==> src/rtl/chgacc_pkg.sv <==
package chgacc_pkg;
   localparam int BYTE_W = 8;

   typedef enum logic [1:0] {
      PIN_OFF   = 2'b00,
      PIN_CC    = 2'b01,
      PIN_ALERT = 2'b10,
      PIN_RSVD  = 2'b11
   } pin_mode_e;

   function automatic int shift_max(input int exp_w, input int base_shift);
      return (1 << exp_w) - 1 + base_shift;
   endfunction
endpackage

==> src/rtl/chgacc_prescaler.sv <==
module chgacc_prescaler #(
   parameter int EXP_W      = 3,
   parameter int BASE_SHIFT = 3
) (
   input  logic             clk,
   input  logic             rst_n,
   input  logic             clr,
   input  logic             inc,
   input  logic             dec,
   input  logic [EXP_W-1:0] exp_sel,
   output logic             step_up,
   output logic             step_dn
);
   localparam int MAX_SH = chgacc_pkg::shift_max(EXP_W, BASE_SHIFT);
   localparam int CNT_W  = MAX_SH + 2;
   localparam int SH_W   = $clog2(MAX_SH + 1);
   localparam logic signed [CNT_W-1:0] ONE = CNT_W'(1);

   logic signed [CNT_W-1:0] cnt, cnt_p1, cnt_m1, lim;
   logic [SH_W-1:0]         sh;
   logic                    go_up, go_dn;

   always_comb begin
      sh      = SH_W'(exp_sel) + SH_W'(BASE_SHIFT);
      lim     = ONE <<< sh;
      go_up   = inc && !dec && !clr;
      go_dn   = dec && !inc && !clr;
      cnt_p1  = cnt + ONE;
      cnt_m1  = cnt - ONE;
      step_up = go_up && (cnt_p1 >= lim);
      step_dn = go_dn && (cnt_m1 <= -lim);
   end

   always_ff @(posedge clk) begin
      if (!rst_n || clr || step_up || step_dn) cnt <= '0;
      else if (go_up)                          cnt <= cnt_p1;
      else if (go_dn)                          cnt <= cnt_m1;
   end
endmodule

==> src/rtl/chgacc_register.sv <==
module chgacc_register #(
   parameter int ACC_W = 16,
   parameter int LW    = 1
) (
   input  logic             clk,
   input  logic             rst_n,
   input  logic             step_up,
   input  logic             step_dn,
   input  logic             force_full,
   input  logic             wr_en,
   input  logic [LW-1:0]    wr_lane,
   input  logic [7:0]       wr_byte,
   output logic [ACC_W-1:0] acc,
   output logic             ovf,
   output logic             unf
);
   localparam int LANES = ACC_W / chgacc_pkg::BYTE_W;
   localparam logic [ACC_W-1:0] MID = {1'b0, {(ACC_W-1){1'b1}}};

   logic [ACC_W-1:0] base, nxt;
   logic             wrap_up, wrap_dn;

   always_comb begin
      if (force_full)   base = '1;
      else if (step_up) base = acc + ACC_W'(1);
      else if (step_dn) base = acc - ACC_W'(1);
      else              base = acc;
      wrap_up = step_up && !wr_en && !force_full && (acc == '1);
      wrap_dn = step_dn && !wr_en && !force_full && (acc == '0);
   end

   for (genvar l = 0; l < LANES; l++) begin : g_lane
      assign nxt[l*8 +: 8] = (wr_en && (wr_lane == LW'(l))) ? wr_byte : base[l*8 +: 8];
   end

   always_ff @(posedge clk) begin
      if (!rst_n) begin
         acc <= MID;
         ovf <= 1'b0;
         unf <= 1'b0;
      end else begin
         acc <= nxt;
         ovf <= wrap_up;
         unf <= wrap_dn;
      end
   end
endmodule

==> src/rtl/chgacc_readview.sv <==
module chgacc_readview #(
   parameter int ACC_W     = 16,
   parameter int LW        = 1,
   parameter bit SHADOW_EN = 1'b1
) (
   input  logic             clk,
   input  logic             rst_n,
   input  logic             rd_en,
   input  logic [LW-1:0]    rd_lane,
   input  logic [ACC_W-1:0] acc,
   output logic [7:0]       rd_byte
);
   localparam int LANES = ACC_W / chgacc_pkg::BYTE_W;
   localparam logic [ACC_W-1:0] MID = {1'b0, {(ACC_W-1){1'b1}}};
   localparam logic [LW-1:0] TOP = LW'(LANES - 1);

   logic [ACC_W-1:0] view;

   if (SHADOW_EN) begin : g_shadow
      logic [ACC_W-9:0] shadow;
      always_ff @(posedge clk) begin
         if (!rst_n)                       shadow <= MID[ACC_W-9:0];
         else if (rd_en && rd_lane == TOP) shadow <= acc[ACC_W-9:0];
      end
      assign view = {acc[ACC_W-1 -: 8], shadow};
   end else begin : g_live
      assign view = acc;
   end

   always_ff @(posedge clk) begin
      if (!rst_n)     rd_byte <= '0;
      else if (rd_en) rd_byte <= view[rd_lane*8 +: 8];
   end
endmodule

==> src/rtl/charge_accum_top.sv <==
module charge_accum_top #(
   parameter int ACC_W      = 16,
   parameter int EXP_W      = 3,
   parameter int BASE_SHIFT = 3,
   parameter bit SHADOW_EN  = 1'b1,
   localparam int LANES     = ACC_W / 8,
   localparam int LW        = (LANES > 1) ? $clog2(LANES) : 1
) (
   input  logic             clk,
   input  logic             rst_n,
   input  logic             inc_stb,
   input  logic             dec_stb,
   input  logic [EXP_W-1:0] psc_exp,
   input  logic             shutdown,
   input  logic [1:0]       pin_mode,
   input  logic             cc_in,
   input  logic             wr_en,
   input  logic [LW-1:0]    wr_lane,
   input  logic [7:0]       wr_byte,
   input  logic             rd_en,
   input  logic [LW-1:0]    rd_lane,
   output logic [ACC_W-1:0] acc_out,
   output logic [7:0]       rd_byte,
   output logic             ovf_pulse,
   output logic             unf_pulse
);
   import chgacc_pkg::*;

   if (ACC_W < 16 || (ACC_W % BYTE_W) != 0) begin : g_bad_width
      $error("ACC_W must be a multiple of 8 and at least 16");
   end
   if (EXP_W < 1 || EXP_W > 4 || BASE_SHIFT < 0) begin : g_bad_psc
      $error("prescaler parameters out of range");
   end

   logic cc_q, cc_force, psc_clr, step_up, step_dn;

   always_ff @(posedge clk) begin
      if (!rst_n) cc_q <= 1'b0;
      else        cc_q <= cc_in;
   end

   assign cc_force = (pin_mode_e'(pin_mode) == PIN_CC) && cc_in && !cc_q;
   assign psc_clr  = shutdown || wr_en;

   chgacc_prescaler #(.EXP_W(EXP_W), .BASE_SHIFT(BASE_SHIFT)) u_psc (
      .clk(clk), .rst_n(rst_n), .clr(psc_clr), .inc(inc_stb), .dec(dec_stb),
      .exp_sel(psc_exp), .step_up(step_up), .step_dn(step_dn)
   );

   chgacc_register #(.ACC_W(ACC_W), .LW(LW)) u_reg (
      .clk(clk), .rst_n(rst_n), .step_up(step_up), .step_dn(step_dn),
      .force_full(cc_force), .wr_en(wr_en), .wr_lane(wr_lane), .wr_byte(wr_byte),
      .acc(acc_out), .ovf(ovf_pulse), .unf(unf_pulse)
   );

   chgacc_readview #(.ACC_W(ACC_W), .LW(LW), .SHADOW_EN(SHADOW_EN)) u_rd (
      .clk(clk), .rst_n(rst_n), .rd_en(rd_en), .rd_lane(rd_lane),
      .acc(acc_out), .rd_byte(rd_byte)
   );
endmodule

==> config.mk <==
export PLATFORM = sky130hd
export DESIGN_NAME = charge_accum_top
export DESIGN_NICKNAME = d
export VERILOG_FILES = /design/src/rtl/chgacc_pkg.sv /design/src/rtl/chgacc_prescaler.sv /design/src/rtl/chgacc_register.sv /design/src/rtl/chgacc_readview.sv /design/src/rtl/charge_accum_top.sv
export SDC_FILE = /design/constraint.sdc
export NUM_CORES = 1
export LEC_CHECK = 0
export BUFFER_PORTS_ARGS = -buffer_cell sky130_fd_sc_hd__buf_2
export CAP_MARGIN = 40
export CORE_UTILIZATION = 45
export CTS_CLUSTER_DIAMETER = 30
export DETAILED_ROUTE_END_ITERATION = 12
export MAX_ROUTING_LAYER = met4
export PLACE_DENSITY = 0.75
export SYNTH_ARGS = -nofsm -noshare
export SYNTH_HDL_FRONTEND = slang
export SYNTH_SLANG_ARGS = --single-unit
==> constraint.sdc <==
create_clock -name clk -period 9.2 [get_ports clk]
set_input_delay 0.92 -clock clk [delete_from_list [all_inputs] [get_ports clk]]
set_output_delay 0.92 -clock clk [all_outputs]
set_load 0.05 [all_outputs]
==> reports/metrics.yaml <==
final-seq-area_sq_um: 941
initial_utilization_pct: 47.6
p_clk_share_pct: 27.4
reg2reg_depth: 20
cts_resized: 0
sw_frac_of_total_pct: 36.9
route.detailed.drc: 0
seqPwrFrac_pct: 40.6
synth_ff_type: "dfxtp_1"
synth_compound_gate_area_share_pct: 20.4
cp.required_ps: 9450
start_kind: "flip-flop"
drt-initial-drc-count: 217
core_area_sq_um: 7890
slew-limit-headroom_pct: 54.1
synthSimpleGateAreaFrac_pct: 26.1
hold_violations: 0
min_from: "u_rd.g_shadow.shadow[5]"
drt_pass1_iterations: 4
io_buffer_count: 48
rrSetupSlack_ps: 3880
power.switching_uw: 214
multi_input_area_sq_um: 2690
utilization_pct: 53.0
grt_pass1_vias: 3510
antenna_found_initial: 0
hp-class: "flip-flop to flip-flop"
dp.cells: 601
synthArstFlopShare_pct: 0
power.internal_uw: 366
powerDensity_nw_per_um2: 139
grt.overflow.total: 0
die_h_um: 93.4
vias_per_cell: 6.00
synth.distinct_cells: 65
clk_latency_ps: 300
synth_edf_count: 0
rows: 32
cts_setup_buffers: 0
hold_depth: 2
timing.rr.end: "u_reg.acc[15]"
grt_pass1_wl_mm: 16.6
endpoint_kind: "flip-flop"
slew_viol_final: 0
area_growth_syn_to_layout_pct: 11.2
fin_cells: 609
p_leak_nw: 1.77
combPwrFrac_pct: 32.0
cts_made_buffers: 5
reg2reg_from: "u_psc.cnt[2]"
detailedPlace.worstSlack_ps: 3990
synth_mux_area_share_pct: 2.96
die_w_um: 93.4
htree_levels: 2
netlist_instances: 468
tightestPinTransition_ps: 688
finalCriticalPeriod_ps: 5320
synth-seq-cells: 47
clkTransAtPathRegs_ps: 100
grt_util_all_layers_pct: 24.5
drive_gt1_share_pct: 14.0
clock_path_buffers: 2
gp_congestion: 0.954
setup_ws_ps: 3880
wl_per_cell_um: 16.5
grt_max_degree: 40
synth_top_family_by_area: "simple AND/OR/NAND/NOR gates"
rsz0062_at_grt: "no"
nNetsFinal: 567
cp.arrival_ps: 5570
ant_nets: 0
tns_ps: 0
clkSinkCount: 47
cts_root_buf: "clkbuf_8"
dp_hpwl_mm: 7.67
run_status: "finished clean"
worstSetupPathType: "flip-flop to flip-flop"
worstPathMaxFanout: 16
hold_path_end: "u_rd.g_shadow.shadow[5]"
synthXorXnorAreaFrac_pct: 8.62
dieArea_sq_um: 8720
ios: 49
ys_warn_count: 0
syn-cell-area_sq_um: 3760
drt_wl_total_mm: 10.0
synth-seq-area-share_pct: 25.0
dr_total_vias: 3656
fin_skew_ps: 7.86
cts_hold_buf: 0
ir_worst_vdd_mv: 0.0563
yosys.area_share.adder_pct: 12.9
num_antenna_cells: 0
fmax_ghz: 0.188
setup_violations: 0
postSynthAreaPerCell_sq_um: 8.03
min_period_over_period_pct: 57.8
n_fill_cell: 736
maxCapViolations: 0
cts_tree: "yes"
==> cell families (layout without fill, tap and decap cells) <==
logic type,Yosys count,in the layout
other,2,5
AOI/OAI and AO/OA,108,108
and+or+nand+nor,191,191
DFF,47,47
buffers and inverters,34,70
adders and majority gates,38,38
xor gates and xnor gates,37,37
muxes,11,11
==> power groups by stage <==
stage	combinational [mW]	sequential (mW)	clock (mW)
final	0.186	0.236	0.159
after global routing	0.205	0.237	0.168
after CTS	0.185	0.235	0.160
after detailed placement	0.184	0.240	0
after global placement	0.180	0.240	0
after floorplan	0.111	0.265	0
==> metal layers <==
layer  routed length (um)  track usage (%)
met1                 4450             31.3
met2                 4720             40.4
met3                  600             2.28
met4                  279             8.85
met5                    0                -
==> worst max path at each step <==
| stage | end | slack (ps) | from |
|---|---|---|---|
| 5_1_grt | u_reg.acc[15] | 3560 | u_psc.cnt[1] |
| 3_3_place_gp | u_reg.acc[15] | 4130 | u_psc.cnt[2] |
| 2_1_floorplan | u_reg.acc[15] | 4090 | u_psc.cnt[4] |
| 4_1_cts | u_reg.acc[15] | 3950 | u_psc.cnt[2] |
| 6_report | u_reg.acc[15] | 3880 | u_psc.cnt[2] |
| 3_5_place_dp | u_reg.acc[15] | 3990 | u_psc.cnt[2] |
==> cell usage after synthesis (all sizes together) (2+ instances only) <==
library cell   n  area, sq um
xnor2         19          166
o211ai         8         60.1
o211a          8         80.1
and4           2         17.5
o2111ai        2         17.5
nor4bb         2         20.0
o22ai          4         25.0
nand2b         4         25.0
nor2          34          128
or4            3         30.0
conb           2         7.51
a31oi          5         31.3
o21a           3         22.5
or3b           3         26.3
nand4          7         43.8
inv           10         37.5
a22oi          7         52.6
o31ai          6         45.0
and2           5         31.3
clkbuf        18         67.6
nor4           8         50.1
a21o           6         45.0
o21bai         2         15.0
mux2i         10          100
xor2          18          158
nand3b         2         15.0
nor3          15         91.3
buf            6         37.5
ha            37          463
a2111o         2         22.5
nand3         33          165
nand2         52          195
a21oi         23          119
a211oi         6         55.1
dfxtp         47          941
o21ai         15         75.1
a21boi         2         15.0
nor2b          2         12.5
nor3b          4         30.0
or3            7         43.8
and3           5         31.3
==> flip-flops by register name, indices dropped and copies added (netlist names) <==
register and flops:
u_reg.ovf 1, u_rd.g_shadow.shadow 8, u_reg.unf 1, cc_q 1, u_rd.rd_byte 8, u_reg.acc 16
u_psc.cnt 12
==> through the flow <==
step	power, mW	hold slack, ps	instance area (sq um)
4_1_cts	0.580	480	4180
3_5_place_dp	0.423	462	4060
5_1_grt	0.610	506	4180
3_3_place_gp	0.420	454	4050
2_1_floorplan	0.376	440	3770
6_report	0.581	478	4180
==> worst max-delay path, stage by stage, from the launching register on <==
cell	delay (ps)
dfxtp_1	520
and4_1	260
and4_1	250
and3_1	250
nand3_1	120
xnor2_1	170
ha_1	320
or3b_1	380
o221a_2	270
nand3_1	80
nand2_1	100
nor2_1	110
buf_4	250
ha_1	340
and3_1	250
nor4bb_1	160
a2111oi_1	530
nor2_1	140
o311ai_1	350
mux2_1	360
nand2_1	60
==> cell usage in the layout, fill, tap and decap left out, types with 13 or more instances in the layout <==
cell type,netlist,final
xnor2_1,19,19
nand2_1,52,52
buf_2,3,48
nor2_1,34,34
dfxtp_1,47,47
a21oi_1,22,22
nor3_1,13,13
ha_1,37,37
xor2_1,18,18
nand3_1,33,33
==> final cells by class <==
cell class,instances,share of cell area (%)
multi-input combinational,390,64.3
sequential,47,22.5
timing repair buffer,52,6.47
tap,102,3.05
clock buffer,5,1.65
clock inverter,3,1.14
inverter,10,0.898
Power figures use the tool's default switching activity.
